<file path="src/rtl/periph_scan_pkg.sv">
package periph_scan_pkg;

  typedef enum logic [1:0] {
    CH_NONE = 2'b00,
    CH_FULL = 2'b01,
    CH_DBG  = 2'b10,
    CH_RSVD = 2'b11
  } chain_e;

  typedef enum logic [1:0] {
    TM_FUNC  = 2'b00,
    TM_EXT   = 2'b01,
    TM_INT   = 2'b10,
    TM_FUNC2 = 2'b11
  } tmode_e;

  typedef enum logic [1:0] {
    OP_IDLE  = 2'b00,
    OP_CAP   = 2'b01,
    OP_SHIFT = 2'b10,
    OP_UPD   = 2'b11
  } scan_op_e;

  // Resolve coincident strobes: capture, then shift, then update.
  function automatic scan_op_e pick_op(input logic active, input logic cap,
                                       input logic sh, input logic upd);
    if (!active)   return OP_IDLE;
    else if (cap)  return OP_CAP;
    else if (sh)   return OP_SHIFT;
    else if (upd)  return OP_UPD;
    else           return OP_IDLE;
  endfunction

  function automatic logic capture_from_pins(input logic [1:0] mode);
    return mode == TM_EXT;
  endfunction

  function automatic logic latches_to_pins(input logic [1:0] mode);
    return mode == TM_EXT;
  endfunction

  function automatic logic latches_to_core(input logic [1:0] mode);
    return mode == TM_INT;
  endfunction

endpackage

</file>
<file path="src/rtl/scan_seg.sv">
// A run of scan cells that captures in parallel or shifts one place per edge.
// TOWARD_MSB=1: serial input enters bit 0 and leaves from bit W-1.
// TOWARD_MSB=0: serial input enters bit W-1 and leaves from bit 0.
module scan_seg #(
  parameter int W          = 4,
  parameter bit TOWARD_MSB = 1'b1
) (
  input  logic         clk,
  input  logic         rst_n,
  input  logic         cap_en,
  input  logic         sh_en,
  input  logic [W-1:0] cap_val,
  input  logic         ser_in,
  output logic [W-1:0] cells,
  output logic         ser_out
);

  logic [W-1:0] shifted;

  generate
    if (TOWARD_MSB) begin : g_up
      always_comb begin
        shifted[0] = ser_in;
        for (int i = 1; i < W; i++) shifted[i] = cells[i-1];
      end
      assign ser_out = cells[W-1];
    end else begin : g_down
      always_comb begin
        shifted[W-1] = ser_in;
        for (int i = 0; i < W-1; i++) shifted[i] = cells[i+1];
      end
      assign ser_out = cells[0];
    end
  endgenerate

  always_ff @(posedge clk or negedge rst_n) begin
    if (!rst_n)      cells <= '0;
    else if (cap_en) cells <= cap_val;
    else if (sh_en)  cells <= shifted;
  end

endmodule

</file>
<file path="src/rtl/scan_hold.sv">
// Holding latches loaded from the scan cells on an update.
module scan_hold #(
  parameter int W = 4
) (
  input  logic         clk,
  input  logic         rst_n,
  input  logic         upd_en,
  input  logic [W-1:0] d,
  output logic [W-1:0] q
);

  always_ff @(posedge clk or negedge rst_n) begin
    if (!rst_n)      q <= '0;
    else if (upd_en) q <= d;
  end

endmodule

</file>
<file path="src/rtl/scan_drive_mux.sv">
// Chooses between pass-through and latch drive for one signal group.
module scan_drive_mux #(
  parameter int W = 4
) (
  input  logic         drive_pins,
  input  logic         drive_core,
  input  logic [W-1:0] core_i,
  input  logic [W-1:0] pin_i,
  input  logic [W-1:0] lat,
  output logic [W-1:0] pin_o,
  output logic [W-1:0] core_o
);

  assign pin_o  = drive_pins ? lat : core_i;
  assign core_o = drive_core ? lat : pin_i;

endmodule

</file>
<file path="src/rtl/periph_scan_reg.sv">
module periph_scan_reg
  import periph_scan_pkg::*;
#(
  parameter int DATA_W = 32,
  parameter int CTRL_W = 8,
  parameter int ADDR_W = 32
) (
  input  logic              tck,
  input  logic              rst_n,
  input  logic [1:0]        chain_sel,
  input  logic [1:0]        test_mode,
  input  logic              capture_en,
  input  logic              shift_en,
  input  logic              update_en,
  input  logic              tdi,
  output logic              tdo,
  input  logic [DATA_W-1:0] core_data_i,
  input  logic [CTRL_W-1:0] core_ctrl_i,
  input  logic [ADDR_W-1:0] core_addr_i,
  input  logic [DATA_W-1:0] pin_data_i,
  input  logic [CTRL_W-1:0] pin_ctrl_i,
  input  logic [ADDR_W-1:0] pin_addr_i,
  input  logic              brk_i,
  output logic [DATA_W-1:0] pin_data_o,
  output logic [CTRL_W-1:0] pin_ctrl_o,
  output logic [ADDR_W-1:0] pin_addr_o,
  output logic [DATA_W-1:0] core_data_o,
  output logic [CTRL_W-1:0] core_ctrl_o,
  output logic [ADDR_W-1:0] core_addr_o,
  output logic              brk_o
);

  // ---- decoded control, brought out as named wires ----
  chain_e   chain;
  scan_op_e op;
  logic     full_act, dbg_act, chain_act;
  logic     cap_evt, sh_evt, upd_evt;
  logic     take_pins, drv_pins, drv_core;

  assign chain     = chain_e'(chain_sel);
  assign full_act  = (chain == CH_FULL);
  assign dbg_act   = (chain == CH_DBG);
  assign chain_act = full_act | dbg_act;
  assign op        = pick_op(chain_act, capture_en, shift_en, update_en);
  assign cap_evt   = (op == OP_CAP);
  assign sh_evt    = (op == OP_SHIFT);
  assign upd_evt   = (op == OP_UPD);
  assign take_pins = capture_from_pins(test_mode);
  assign drv_pins  = latches_to_pins(test_mode);
  assign drv_core  = latches_to_core(test_mode);

  // ---- scan cells ----
  logic [DATA_W-1:0] data_cells;
  logic [CTRL_W-1:0] ctrl_cells;
  logic [ADDR_W-1:0] addr_cells;
  logic [0:0]        brk_cell;
  logic              data_ser, ctrl_ser, addr_ser, brk_ser;

  // data cells are shared by both chains
  scan_seg #(.W(DATA_W), .TOWARD_MSB(1'b1)) u_data_seg (
    .clk(tck), .rst_n(rst_n),
    .cap_en(cap_evt), .sh_en(sh_evt),
    .cap_val(take_pins ? pin_data_i : core_data_i),
    .ser_in(tdi), .cells(data_cells), .ser_out(data_ser)
  );

  scan_seg #(.W(CTRL_W), .TOWARD_MSB(1'b1)) u_ctrl_seg (
    .clk(tck), .rst_n(rst_n),
    .cap_en(cap_evt & full_act), .sh_en(sh_evt & full_act),
    .cap_val(take_pins ? pin_ctrl_i : core_ctrl_i),
    .ser_in(data_ser), .cells(ctrl_cells), .ser_out(ctrl_ser)
  );

  // address enters at its top bit and leaves from bit 0
  scan_seg #(.W(ADDR_W), .TOWARD_MSB(1'b0)) u_addr_seg (
    .clk(tck), .rst_n(rst_n),
    .cap_en(cap_evt & full_act), .sh_en(sh_evt & full_act),
    .cap_val(take_pins ? pin_addr_i : core_addr_i),
    .ser_in(ctrl_ser), .cells(addr_cells), .ser_out(addr_ser)
  );

  scan_seg #(.W(1), .TOWARD_MSB(1'b1)) u_brk_seg (
    .clk(tck), .rst_n(rst_n),
    .cap_en(cap_evt & dbg_act), .sh_en(sh_evt & dbg_act),
    .cap_val(brk_i),
    .ser_in(data_ser), .cells(brk_cell), .ser_out(brk_ser)
  );

  always_comb begin
    unique case (chain)
      CH_FULL: tdo = addr_ser;
      CH_DBG:  tdo = brk_ser;
      default: tdo = 1'b0;
    endcase
  end

  // ---- holding latches ----
  logic [DATA_W-1:0] data_lat;
  logic [CTRL_W-1:0] ctrl_lat;
  logic [ADDR_W-1:0] addr_lat;
  logic [0:0]        brk_lat;

  scan_hold #(.W(DATA_W)) u_data_hold (
    .clk(tck), .rst_n(rst_n), .upd_en(upd_evt), .d(data_cells), .q(data_lat)
  );
  scan_hold #(.W(CTRL_W)) u_ctrl_hold (
    .clk(tck), .rst_n(rst_n), .upd_en(upd_evt & full_act), .d(ctrl_cells), .q(ctrl_lat)
  );
  scan_hold #(.W(ADDR_W)) u_addr_hold (
    .clk(tck), .rst_n(rst_n), .upd_en(upd_evt & full_act), .d(addr_cells), .q(addr_lat)
  );
  scan_hold #(.W(1)) u_brk_hold (
    .clk(tck), .rst_n(rst_n), .upd_en(upd_evt & dbg_act), .d(brk_cell), .q(brk_lat)
  );

  // ---- output drive ----
  scan_drive_mux #(.W(DATA_W)) u_data_mux (
    .drive_pins(drv_pins), .drive_core(drv_core),
    .core_i(core_data_i), .pin_i(pin_data_i), .lat(data_lat),
    .pin_o(pin_data_o), .core_o(core_data_o)
  );
  scan_drive_mux #(.W(CTRL_W)) u_ctrl_mux (
    .drive_pins(drv_pins), .drive_core(drv_core),
    .core_i(core_ctrl_i), .pin_i(pin_ctrl_i), .lat(ctrl_lat),
    .pin_o(pin_ctrl_o), .core_o(core_ctrl_o)
  );
  scan_drive_mux #(.W(ADDR_W)) u_addr_mux (
    .drive_pins(drv_pins), .drive_core(drv_core),
    .core_i(core_addr_i), .pin_i(pin_addr_i), .lat(addr_lat),
    .pin_o(pin_addr_o), .core_o(core_addr_o)
  );

  assign brk_o = drv_core ? brk_lat[0] : brk_i;

endmodule

</file>
<file path="config.mk">
export PLATFORM = sky130hd
export DESIGN_NAME = periph_scan_reg
export DESIGN_NICKNAME = d
export VERILOG_FILES = /design/src/rtl/periph_scan_pkg.sv /design/src/rtl/scan_seg.sv /design/src/rtl/scan_hold.sv /design/src/rtl/scan_drive_mux.sv /design/src/rtl/periph_scan_reg.sv
export SDC_FILE = /design/constraint.sdc
export NUM_CORES = 1
export LEC_CHECK = 0
export BUFFER_PORTS_ARGS = -buffer_cell sky130_fd_sc_hd__buf_2
export CORE_MARGIN = 2
export CORE_UTILIZATION = 53
export DETAILED_ROUTE_END_ITERATION = 6
export PLACE_DENSITY = 0.85
export SLEW_MARGIN = 10
export SYNTH_ARGS = -nofsm -noshare
export SYNTH_HDL_FRONTEND = slang
export SYNTH_HIERARCHICAL = 1
export SYNTH_SLANG_ARGS = --single-unit
</file>
<file path="constraint.sdc">
create_clock -name tck -period 1.6 [get_ports tck]
set_input_delay 0.24 -clock tck [delete_from_list [all_inputs] [get_ports tck]]
set_output_delay 0.24 -clock tck [all_outputs]
set_load 0.03 [all_outputs]
</file>
### After elaboration in Yosys (flattened, before gate mapping)

Cells that the tools add are included.

* output and inout port bits: 146
* register bits: 146
* logic and storage cells: 48
* input bits: 155

* reductions and logical operators: 3
* bitwise logic cells: 7
* mux-type cells: 23
* eq/ne operators: 7

Operators with widths (number)
* $mux 32: 10
* $mux 8: 5
* $eq 2x2->1 const B: 4
* $mux 2: 4
* $and 1x1->1: 6
* $eq 2x1->1 const B: 3
* $reduce_bool 2->1: 3
* $mux 1: 3
* $pmux 1 s2: 1
* $or 1x1->1: 1

### Logic depth before layout (Yosys ltp)

* depth in word-level cells: 8
* depth in mapped cells: 8
* mapped depth without buffers: 6

### By module

Netlist, hierarchy kept.

Modules (own cells, without submodules)
* scan_seg (u_addr_seg ...): cells an instance 140, area each 1522.7 µm², instances 2, sequential area each 800.8 µm²
* scan_hold (u_addr_hold ...): cells an instance 68, area each 1345.0 µm², instances 2, sequential area each 800.8 µm²
* scan_drive_mux (u_addr_mux ...): cells an instance 72, area each 1088.5 µm², instances 2, sequential area each 0.0 µm²
* periph_scan_reg: cells an instance 103, area each 1372.6 µm², instances 1, sequential area each 0.0 µm²
* scan_seg (u_ctrl_seg): cells an instance 35, area each 380.4 µm², instances 1, sequential area each 200.2 µm²
* scan_hold (u_ctrl_hold): cells an instance 17, area each 331.6 µm², instances 1, sequential area each 200.2 µm²
* scan_drive_mux (u_ctrl_mux): cells an instance 18, area each 262.8 µm², instances 1, sequential area each 0.0 µm²
* scan_seg (u_brk_seg): cells an instance 5, area each 51.3 µm², instances 1, sequential area each 25.0 µm²
* scan_hold (u_brk_hold): cells an instance 2, area each 40.0 µm², instances 1, sequential area each 25.0 µm²

### Least setup slack after synthesis

Ideal clock, no wire load.

* path type: input-to-reg
* from: in chain_sel[0]
* to: reg u_addr_seg.cells[10]
* slack: -0.123 ns
* library setup time: 0.124 ns
* buffers on the path: 2
* arrival: 1.599 ns
* stages: 7
* required time: 1.476 ns
* path through: inv_1 -> ha_1 -> nand2b_1 -> nor2_1 -> buf_2 -> buf_2 -> o21ai_1

* word-level cells in the longest chain between the ends: 6
* elaborated cells between the ends (all ways): 10
* classes of those cells: eq/ne: 4; mux: 2; bitwise: 3; reduce/logical: 1

RTL lines
* from (decl): line periph_scan_reg.sv:10 `input logic [1:0] chain_sel,`
* $eq 2x1->1 or $eq 2x2->1 (tied branches): line periph_scan_reg.sv:41, periph_scan_reg.sv:42
* $or 1x1->1: line periph_scan_reg.sv:43 `assign chain_act = full_act | dbg_act;`
* $mux 2: line periph_scan_pkg.sv:27 `if (!active) return OP_IDLE;`
* $eq 2x1->1 or $eq 2x2->1 (tied branches): line periph_scan_reg.sv:45, periph_scan_reg.sv:46
* $and 1x1->1: line periph_scan_reg.sv:77 `.cap_en(cap_evt & full_act), .sh_en(sh_evt & full_act),`
* $mux 32 or $reduce_bool 2->1 (tied branches)
* to (signal assigned): line scan_seg.sv:38 `else if (cap_en) cells <= cap_val;`
* to (signal assigned): line scan_seg.sv:39 `else if (sh_en) cells <= shifted;`
* to (decl): line scan_seg.sv:14 `output logic [W-1:0] cells,`

Parallel ways exist; a longest one is shown, timed or not.
A chain may end at the register's enable or synchronous reset.

### Worst setup path in the final report

* from: in test_mode[0]
* to: out core_addr_o[30]

* word-level cells in the longest chain between the ends: 2

RTL lines
* from (decl): line periph_scan_reg.sv:11 `input logic [1:0] test_mode,`
* $eq 2x2->1: line periph_scan_pkg.sv:43 `return mode == TM_INT;`
* net drv_core: line periph_scan_reg.sv:38 `logic take_pins, drv_pins, drv_core;`
* $mux 32: line scan_drive_mux.sv:15 `assign core_o = drive_core ? lat : pin_i;`
* to (decl): line periph_scan_reg.sv:29 `output logic [ADDR_W-1:0] core_addr_o,`

The timed path passes the listed nets, and every way through them passes these cells.

==> results by group <==
Timing
  – Least-Margin Pin Slew: 389.1 ps
  – Period utilization: 1.068
  – Peak Freq: 585.1 MHz
  – Final setup fails: 113
  – Layout Skew: 8.027 ps
  – Final Hold Fails: 0
  – Fin. max-slew vios: 0
  – Worst slew margin: 0.7406
  – Period minus WS final: 1709 ps
  – RSZ-0062 raised after global routing: true
  – Final setup margin: -109.2 ps
  – Final setup TNS: -4412 ps

Clocking
  – CTS tree: built
  – Worst-path clk slew: 60 ps
  – Sink Count: 146
  – Clock tree root driver cell: clkbuf_16
  – Clk Latency, worst-skew pair: 420 ps
  – CTS Buf Count: 17
  – H-tree depth: 4
  – Longest Clk Path Bufs: 2

Setup path
  – R2r startpoint: u_data_seg/cells[9]$_DFFE_PN0P_
  – Crit path max-delay family: buffers and inverters
  – Worst endpoint data arrival time: 1470 ps
  – Critical-path cell list: buf_6 > and2b_4 > buf_12 > clkbuf_16 > mux2_4 > buf_6
  – Crit path required time: 1360 ps
  – WS Path Type: in2out
  – Most Frequent Cell on Critical Path: buf_6
  – Reg-to-reg endpoint: u_data_seg/cells[10]$_DFFE_PN0P_
  – Crit end category: output pin
  – Crit-path max FO: 16
  – R2r setup slk: 710 ps
  – Crit path buffers/inverters: 4
  – CP max stage cell: mux2_4
  – CP peak stage delay: 330 ps
  – Critical path launch point type: input port
  – Reg2Reg Depth: 2

Hold path
  – HP Start: brk_i
  – Worst hold path class: in2reg
  – WHS Path Cells: 3
  – Worst Hold Path EP: u_brk_seg/cells$_DFFE_PN0P_

Cells and area
  – Core Util, Final: 0.7376
  – Post-Layout Cell Count: 1400
  – Nets: 1277
  – FILL cells: 1116
  – Syn-to-layout area delta: 37.77%
  – Register area: 3654 um^2
  – Multi-input logic area: 5879 um^2
  – Share of cells above drive strength 1: 0.6681

Die
  – # IOs: 301
  – Starting Density: 0.5354
  – DIE WIDTH: 143.8 um
  – Die area: 20660 um^2
  – Core area: 19330 um^2
  – Die H: 143.8 um
  – Site row count: 51

Logic synthesis
  – Post-Synthesis Cells: 740
  – Sequential share of the synthesized area: 0.3530
  – Avg Inst Size Synth: 13.99 um^2
  – Synth Net Count: 897
  – Synth Register Bits: 146
  – Synth cell types: 20
  – Yosys warns: 6
  – Mapped Area: 10350 um^2

Detailed routing
  – Routed wire per std cell: 21.33 um
  – Average vias per placed instance: 5.474
  – Post-route ant nets: 0
  – Routed via count: 7664
  – DRT iter0 DRCs: 421
  – Drt total wl: 29860 um
  – DR pass1 iterations: 4
  – DRC: 0

Pwr
  – Total power: 16.19 mW
  – Leakage: 6.929 nW
  – Worst VDD drop: 0.7140 mV
  – Pwr Density: 1135 nW/um^2

Status
  – Failing checks: negative setup slack
  – Status: complete, but fails checks

Place
  – GPL Wtd Cong: 0.7482
  – # port buffers: 300
  – Setup slack at placement: -216.1 ps
  – Detailed Place HPWL: 17840 um
  – Placed cells: 1326

GRT
  – First-pass GRT wire length: 40050 um
  – Largest net degree at the start of global routing: 65
  – Total GRT Usage: 0.2491
  – Antenna violations before repair: 2
  – Vias in the first global route: 7715
  – GRT Residual Overflow: 0

Flow run
  – Max cap viols: 0
-- how the worst max path moves through the flow --
stage                                               end  slack, ps          from  cells past startpoint
final                                   core_addr_o[30]       -110  test_mode[0]                      6
after CTS                               core_data_o[29]       -110  test_mode[0]                      5
after global routing                    core_addr_o[30]       -120  test_mode[0]                      6
after floorplan            u_addr_hold/q[0]$_DFFE_PN0P_          4      shift_en                      5
after detailed placement  u_data_hold/q[31]$_DFFE_PN0P_       -220      shift_en                      5
after global placement    u_addr_hold/q[25]$_DFFE_PN0P_       -190      shift_en                      6
-- registers in the layout, indices dropped and copies added (netlist names) --
name	count
u_ctrl_seg/cells	8
u_addr_seg/cells	32
u_brk_seg/cells	1
u_data_seg/cells	32
u_brk_hold/q	1
u_data_hold/q	32
u_addr_hold/q	32
u_ctrl_hold/q	8
-- cell families after synthesis --
kind of cell	after synthesis	share of synthesized area
compound gates	74	0.03747
simple gates	89	0.03493
flops	146	0.3530
buf+inv	66	0.08679
fa+ha+maj	2	0.002417
mux	363	0.4854
-- worst register-to-register path: stages (launching register included) --
cell     delay [ps]
dfrtp_1         410
mux2i_1         250
o21ai_1         100
-- stage by stage --
stage / instance area, um^2 / hold WS [ps]
final: 14260 / 99.62
after global routing: 14260 / 85.75
after CTS: 13510 / 65.36
after detailed placement: 12240 / 173.5
after global placement: 12240 / 167.2
after floorplan: 10370 / -55.59
-- layout make-up --
type                       instances  area share
sequential                       146      0.2562
tap                              265     0.02325
clock inverter                    13     0.01105
clock buffer                      19     0.03036
antenna                            2   0.0003509
timing repair buffer             424      0.2657
multi-input combinational        528      0.4123
inverter                           3   0.0007896
-- routing by layer --
| layer | global-route usage | vias to the layer above | part of all wire |
|---|---|---|---|
| met1 | 0.2942 | 3864 | 0.38 |
| met4 | 0.09340 | 0 | 0.031 |
| met2 | 0.4496 | 313 | 0.54 |
| li1 | - | 3415 | - |
| met3 | 0.04598 | 72 | 0.049 |
| met5 | 0 | - | 0 |
-- report_power, final --
part / leakage [nW] / switching, mW / total [mW] / internal, mW
sequential: 1.86 / 1.14 / 5.96 / 4.81
combinational: 4.78 / 2.75 / 6.19 / 3.43
clock: 0.292 / 1.59 / 4.05 / 2.45
total: 6.93 / 5.49 / 16.2 / 10.7
-- synth_stat cells --
cell,n,area (um^2)
mux2_2,16,180.2
buf_4,4,30.03
nor2_1,10,37.54
or3b_2,1,8.760
and2b_2,1,8.760
a22oi_1,1,7.510
nor2b_4,1,13.76
ha_1,2,25.02
dfrtp_1,146,3654
o21ai_0,4,20.02
o21ai_1,65,325.3
nand2_1,73,274.0
buf_6,13,146.4
nand2b_1,3,18.77
buf_12,32,640.6
mux2_4,274,4114
o21ai_2,4,35.03
buf_2,14,70.07
inv_1,3,11.26
mux2i_1,73,730.7
-- repair_timing --
item,in CTS,in global routing
gates cloned,3,6
pin swaps,0,0
hold buffers,1,0
endpoints found under the setup margin,125,141
gates resized for setup,151,208
setup buffers,14,17
endpoints found under the hold margin,32,0
-- placed cells by master, fill, tap and decap left out, drive strengths merged --
cell type / Yosys / layout
diode: 0 / 2
clkinvlp: 0 / 1
o21ai: 73 / 73
a22oi: 1 / 1
dfrtp: 146 / 146
buf: 63 / 418
nand2: 73 / 73
and2b: 1 / 1
nor2b: 1 / 1
clkinv: 0 / 6
or3b: 1 / 1
inv: 3 / 6
nand2b: 3 / 3
dlygate4sd3: 0 / 1
mux2i: 73 / 73
mux2: 290 / 290
clkbuf: 0 / 24
bufinv: 0 / 3
ha: 2 / 2
nor2: 10 / 10
Power figures use the tool's default switching activity.
